==> src/rtl/vtg_pkg.sv <==
package vtg_pkg;
  typedef enum logic [1:0] {
    VM_FREE    = 2'b00,
    VM_GENLOCK = 2'b01,
    VM_FREEZE  = 2'b10
  } vmode_e;
endpackage

==> src/rtl/vtg_ref_filter.sv <==
// Reference-present filter: rises at once, falls only after DEB consecutive low samples.
module vtg_ref_filter #(
  parameter int DEB = 4
) (
  input  logic clk,
  input  logic rst_n,
  input  logic ref_in,
  output logic ref_good
);
  localparam int CW = $clog2(DEB + 1);

  logic [CW-1:0] cnt_q, cnt_d;
  logic          good_q, good_d;

  always_comb begin
    cnt_d  = cnt_q;
    good_d = good_q;
    if (ref_in) begin
      cnt_d  = '0;
      good_d = 1'b1;
    end else if (good_q) begin
      if (cnt_q == CW'(DEB - 1)) begin
        cnt_d  = '0;
        good_d = 1'b0;
      end else begin
        cnt_d = cnt_q + 1'b1;
      end
    end
  end

  always_ff @(posedge clk or negedge rst_n) begin
    if (!rst_n) begin
      cnt_q  <= '0;
      good_q <= 1'b0;
    end else begin
      cnt_q  <= cnt_d;
      good_q <= good_d;
    end
  end

  assign ref_good = good_q;
endmodule

==> src/rtl/vtg_lock_qual.sv <==
// Lock qualifier: asserts after LOCK consecutive enabled samples of pd_lock.
module vtg_lock_qual #(
  parameter int LOCK = 8
) (
  input  logic clk,
  input  logic rst_n,
  input  logic enable,
  input  logic pd_lock,
  output logic locked
);
  localparam int CW = $clog2(LOCK + 1);

  logic [CW-1:0] cnt_q, cnt_d;
  logic          lk_q, lk_d;

  always_comb begin
    cnt_d = cnt_q;
    lk_d  = lk_q;
    if (!enable || !pd_lock) begin
      cnt_d = '0;
      lk_d  = 1'b0;
    end else if (!lk_q) begin
      if (cnt_q == CW'(LOCK - 1)) begin
        lk_d = 1'b1;
      end else begin
        cnt_d = cnt_q + 1'b1;
      end
    end
  end

  always_ff @(posedge clk or negedge rst_n) begin
    if (!rst_n) begin
      cnt_q <= '0;
      lk_q  <= 1'b0;
    end else begin
      cnt_q <= cnt_d;
      lk_q  <= lk_d;
    end
  end

  assign locked = lk_q;
endmodule

==> src/rtl/vtg_cust_mask.sv <==
// Tracks which registers of the custom timing bank have been written.
module vtg_cust_mask #(
  parameter int ADDR_W = 8,
  parameter int BASE   = 'h4E,
  parameter int NREG   = 8
) (
  input  logic              clk,
  input  logic              rst_n,
  input  logic              clear,
  input  logic              wr_en,
  input  logic [ADDR_W-1:0] wr_addr,
  output logic [NREG-1:0]   mask,
  output logic              all_done
);
  logic [NREG-1:0] hit;
  logic [NREG-1:0] mask_q, mask_d;

  for (genvar i = 0; i < NREG; i++) begin : g_hit
    assign hit[i] = wr_en && (wr_addr == ADDR_W'(BASE + i));
  end

  always_comb begin
    if (clear) mask_d = '0;
    else       mask_d = mask_q | hit;
  end

  always_ff @(posedge clk or negedge rst_n) begin
    if (!rst_n) mask_q <= '0;
    else        mask_q <= mask_d;
  end

  assign mask     = mask_q;
  assign all_done = &mask_q;
endmodule

==> src/rtl/vtg_mode_ctrl.sv <==
module vtg_mode_ctrl #(
  parameter int STD_W       = 6,
  parameter int AR_W        = 3,
  parameter int ADDR_W      = 8,
  parameter int PRESET_MAX  = 51,
  parameter int CUSTOM_CODE = 62,
  parameter int CUST_BASE   = 'h4E,
  parameter int CUST_NREG   = 8,
  parameter int DEB_CYCLES  = 4,
  parameter int LOCK_CYCLES = 8
) (
  input  logic              clk,
  input  logic              rst_n,
  input  logic [STD_W-1:0]  fmt_sel,
  input  logic [AR_W-1:0]   arate_sel,
  input  logic              no_lock_pin,
  input  logic              ref_ok,
  input  logic              pd_lock,
  input  logic              wr_en,
  input  logic [ADDR_W-1:0] wr_addr,
  output logic [1:0]        op_mode,
  output logic [STD_W-1:0]  fmt_code,
  output logic              use_defaults,
  output logic              audio_en,
  output logic [AR_W-1:0]   audio_rate,
  output logic              ref_locked
);
  import vtg_pkg::*;

  // configuration snapshot
  logic             sampled_q;
  logic [STD_W-1:0] std_q;
  logic [AR_W-1:0]  arate_q;
  logic             pin_q;
  logic             cap_en;

  assign cap_en = !sampled_q;

  always_ff @(posedge clk or negedge rst_n) begin
    if (!rst_n) begin
      sampled_q <= 1'b0;
      std_q     <= '0;
      arate_q   <= '0;
      pin_q     <= 1'b0;
    end else if (cap_en) begin
      sampled_q <= 1'b1;
      std_q     <= fmt_sel;
      arate_q   <= arate_sel;
      pin_q     <= no_lock_pin;
    end
  end

  // sub-blocks
  logic                 ref_good;
  logic                 lock_raw;
  logic [CUST_NREG-1:0] cust_mask;
  logic                 cust_done;
  vmode_e               mode_q, mode_d;

  vtg_ref_filter #(.DEB(DEB_CYCLES)) u_ref (
    .clk      (clk),
    .rst_n    (rst_n),
    .ref_in   (ref_ok),
    .ref_good (ref_good)
  );

  vtg_lock_qual #(.LOCK(LOCK_CYCLES)) u_lock (
    .clk     (clk),
    .rst_n   (rst_n),
    .enable  (mode_q == VM_GENLOCK),
    .pd_lock (pd_lock),
    .locked  (lock_raw)
  );

  vtg_cust_mask #(.ADDR_W(ADDR_W), .BASE(CUST_BASE), .NREG(CUST_NREG)) u_mask (
    .clk      (clk),
    .rst_n    (rst_n),
    .clear    (!sampled_q),
    .wr_en    (wr_en),
    .wr_addr  (wr_addr),
    .mask     (cust_mask),
    .all_done (cust_done)
  );

  // mode state machine
  always_comb begin
    mode_d = mode_q;
    if (sampled_q) begin
      if (pin_q) begin
        mode_d = VM_FREE;
      end else begin
        unique case (mode_q)
          VM_FREE:    if (ref_good)  mode_d = VM_GENLOCK;
          VM_GENLOCK: if (!ref_good) mode_d = VM_FREEZE;
          VM_FREEZE:  if (ref_good)  mode_d = VM_GENLOCK;
          default:                   mode_d = VM_FREE;
        endcase
      end
    end
  end

  always_ff @(posedge clk or negedge rst_n) begin
    if (!rst_n) mode_q <= VM_FREE;
    else        mode_q <= mode_d;
  end

  // outputs
  logic is_preset, is_custom, fmt_ok, no_ref_yet;

  assign is_preset  = (std_q >= STD_W'(1)) && (std_q <= STD_W'(PRESET_MAX));
  assign is_custom  = (std_q == STD_W'(CUSTOM_CODE));
  assign fmt_ok     = is_preset || (is_custom && cust_done);
  assign no_ref_yet = !pin_q && (mode_q == VM_FREE);

  assign op_mode      = mode_q;
  assign fmt_code     = std_q;
  assign use_defaults = !sampled_q || !fmt_ok || no_ref_yet;
  assign audio_en     = sampled_q && (arate_q != '0);
  assign audio_rate   = arate_q;
  assign ref_locked   = lock_raw && (mode_q == VM_GENLOCK);
endmodule

==> config.mk <==
export PLATFORM = sky130hd
export DESIGN_NAME = vtg_mode_ctrl
export DESIGN_NICKNAME = d
export VERILOG_FILES = /design/src/rtl/vtg_pkg.sv /design/src/rtl/vtg_ref_filter.sv /design/src/rtl/vtg_lock_qual.sv /design/src/rtl/vtg_cust_mask.sv /design/src/rtl/vtg_mode_ctrl.sv
export SDC_FILE = /design/constraint.sdc
export NUM_CORES = 1
export LEC_CHECK = 0
export ABC_AREA = 1
export CAP_MARGIN = 20
export CORE_ASPECT_RATIO = 1.2
export CORE_MARGIN = 1
export CORE_UTILIZATION = 44
export DETAILED_ROUTE_END_ITERATION = 8
export PLACE_DENSITY = 0.88
export SLEW_MARGIN = 40
export SYNTH_ARGS = -nofsm -noshare
export SYNTH_HDL_FRONTEND = slang
export SYNTH_SLANG_ARGS = --single-unit
export TNS_END_PERCENT = 5
==> constraint.sdc <==
create_clock -name clk -period 1.2 [get_ports clk]
set_input_delay 0.12 -clock clk [delete_from_list [all_inputs] [get_ports clk]]
set_output_delay 0.12 -clock clk [all_outputs]
set_load 0.01 [all_outputs]
==> summary.md <==
| Metric | Value |
|---|---|
| TritonRoute pass-1 iters | 4 |
| Routed WL | between 3000 and 4000 µm |
| FP Rows | 22 |
| Worst-path fanout max | 3 |
| Die Y | 65.6 µm |
| Max-Cap Viols | 0 |
| Peak supply drop | 888 µV |
| Aggregate global routing overflow | 0 |
| Failing checks | setup timing |
| Fmax achieved | 697 MHz |
| HP Class | primary input to async pin |
| Clock H-tree levels | 2 |
| Post-synthesis cell count | 190 |
| Pleak | 0.00110 µW |
| Tmin final | 1440 ps |
| Ports | 37 |
| Chip Width | 55.0 µm |
| First-pass GRT wire length | 5510 µm |
| Root buffer cell | clkbuf_4 |
| Status | finished, violations left |
| Total CTS buffers | 5 |
| WP data required | 1080 ps |
| Number of global-route vias before repair | 1337 |
| Worst-path clk slew | 90 ps |
| Vias per cell | 4.76 |
| Post-DP HPWL | around 2500 µm |
| Most common library cells after synthesis | nand2_1, dfrtp_1, inv_1, nor2_1, nand3_1 |
| Area delta synth->final | 40.1% |
| Total track usage | 0.220 |
| Crit. End Element | output pin |
| Placed Instances | between 200 and 300 |
| YS warnings | 0 |
| Cts hold-fix bufs | 0 |
| Top-area cell type share of the netlist area | 0.506 |
| Die Area | between 3000 and 4000 µm² |
| WP data arrival | 1320 ps |
| IO Port Bufs | 36 |
| Setup CP Type | flop to output pin |
| Largest net degree at the start of global routing | 31 |
| Initial DRC count | 31 |
| Inserted Diodes | 0 |
| Core Area | 3140 µm² |
| Startpoint Class | flop |
| Drc violations | 0 |
| Nets | around 280 |
| Count leader, synth | nand2_1 |
| Worst skew pair latency | 340 ps |
| CTS Sinks | 30 |
| GPL Wtd Cong | 0.758 |
| RSZ-0062 raised after global routing | true |
| PD cells | 1190 nW/µm² |
| Final period utilization | 1.20 |
| PnR worst setup slack | -235 ps |
| Post-synth EDFFs | 0 |
| Final ANT Viol Nets | 0 |
| Top cells by area, synth | dfrtp_1, nand2_1, inv_1 |
| Non-Filler Instances | 290 |
| Synth Flop Type | dfrtp_1 |
| Wirelength per Cell | approximately 11 µm |
| Final clock skew | 10.9 ps |
| Synth Register Bits | 30 |
| CTS tree | built |
| Dominant cell type by area after synthesis | dfrtp_1 |
| Fraction of registers with async set/reset | 1.00 |
| Final Hold Viols | 0 |
| Syn_nets | 215 |
| Synth Area per Inst | 7.81 µm² |
| Initial antenna violation count | 0 |
| Clock Path Buffers | 2 |
| Netlist cell types | 22 |
| Final setup vio count | 3 |
| Fin. max-slew vios | 0 |
| Setup tns final | -321 ps |
| Share of post-route cells with drive strength above 1 | 0.220 |
| Synthesized area | 1480 µm² |
| Via Count | 1380 |
| Initial cell density of the core | 0.473 |
| Seq/Total Area, Yosys | 0.506 |
power by group:
part	switching, µW	internal, µW
Clock	347	283
Combinational	354	340
Sequential	58.2	1090
placed cells by master, fill, tap and decap left out, drive strengths merged:
master | synthesis | layout
a211oi | 1 | 1
a21oi | 10 | 10
buf | 3 | 36
clkbuf | 0 | 7
clkdlybuf4s50 | 0 | 22
clkinv | 0 | 1
conb | 1 | 1
dfrtp | 30 | 30
dlygate4sd2 | 0 | 1
ha | 2 | 2
inv | 29 | 29
nand2 | 67 | 67
nand3 | 13 | 13
nand3b | 1 | 1
nand4 | 6 | 6
nor2 | 20 | 20
nor3 | 1 | 1
o21ai | 5 | 5
or2 | 1 | 1
cells by family after synthesis:
family | synth area share
compound gates | 0.0556
flops | 0.506
buf+inv | 0.0852
simple gates | 0.334
fa+ha+maj | 0.0169
other cells | 0.00253
registers in the layout, summed over array words and instances (netlist names):
| register | count |
|---|---|
| pin_q | 1 |
| u_ref.ref_good | 1 |
| u_mask.mask | 8 |
| u_ref.cnt_q | 3 |
| audio_rate | 3 |
| fmt_code | 6 |
| op_mode | 2 |
| u_lock.locked | 1 |
| sampled_q | 1 |
| u_lock.cnt_q | 4 |
through the flow:
stage                     worst slack, ps  hold WS (ps)  utilization  total power [µW]  instance area, µm²
final                                -235           129        0.662              2480                2080
after global routing                 -336           123        0.662              2630                2080
after CTS                            -266           120        0.663              2490                2080
after detailed placement             -317           501        0.652              1890                2040
after global placement               -234           489        0.652              1860                2040
after floorplan                      51.3          -176            -              1480                1480
worst paths after layout:
path                                      from  slack (ps)  depth (start not counted)               to
worst max-delay path               fmt_code[3]        -240                          6     use_defaults
worst min-delay path                     rst_n         130                          2       op_mode[1]
worst max register to register      op_mode[1]           0                          9  u_lock.cnt_q[3]
worst min register to register  u_ref.cnt_q[2]         510                          2   u_ref.cnt_q[2]
max in group asynchronous                rst_n         900                          2    audio_rate[1]
min in group clk                    fmt_sel[3]         320                          3      fmt_code[3]
critical path, stage by stage, from the launching register on:
cell and delay (ps):
dfrtp_1 410, nor2_2 150, nand3_1 90, o21ai_1 80, nand2_1 70, nand2_1 60
buf_2 120
area by class of cell:
class                   count  area [µm²]
flip-flops and latches     30         751
fillers                   282        1060
multi-input cells         128         622
clock buffers               7        55.1
inverters                  29         114
repair buffers             59         487
clock inverters             1        5.00
well taps                  36        45.0
layer usage:
metal | vias up | wire length (µm) | part of all wire | global-route usage
met5 | - | 0 | 0 | 0
met4 | 0 | 58 | 0.018 | 0.0938
met3 | 6 | 136 | 0.041 | 0.0694
met2 | 28 | 1710 | 0.52 | 0.381
met1 | 633 | 1370 | 0.42 | 0.235
li1 | 713 | - | - | -
repair_timing:
item	CTS	global route
resized for setup	60	3
pin swaps	2	3
setup endpoints to repair	18	8
buffers inserted	2	0
Power figures use the tool's default switching activity.
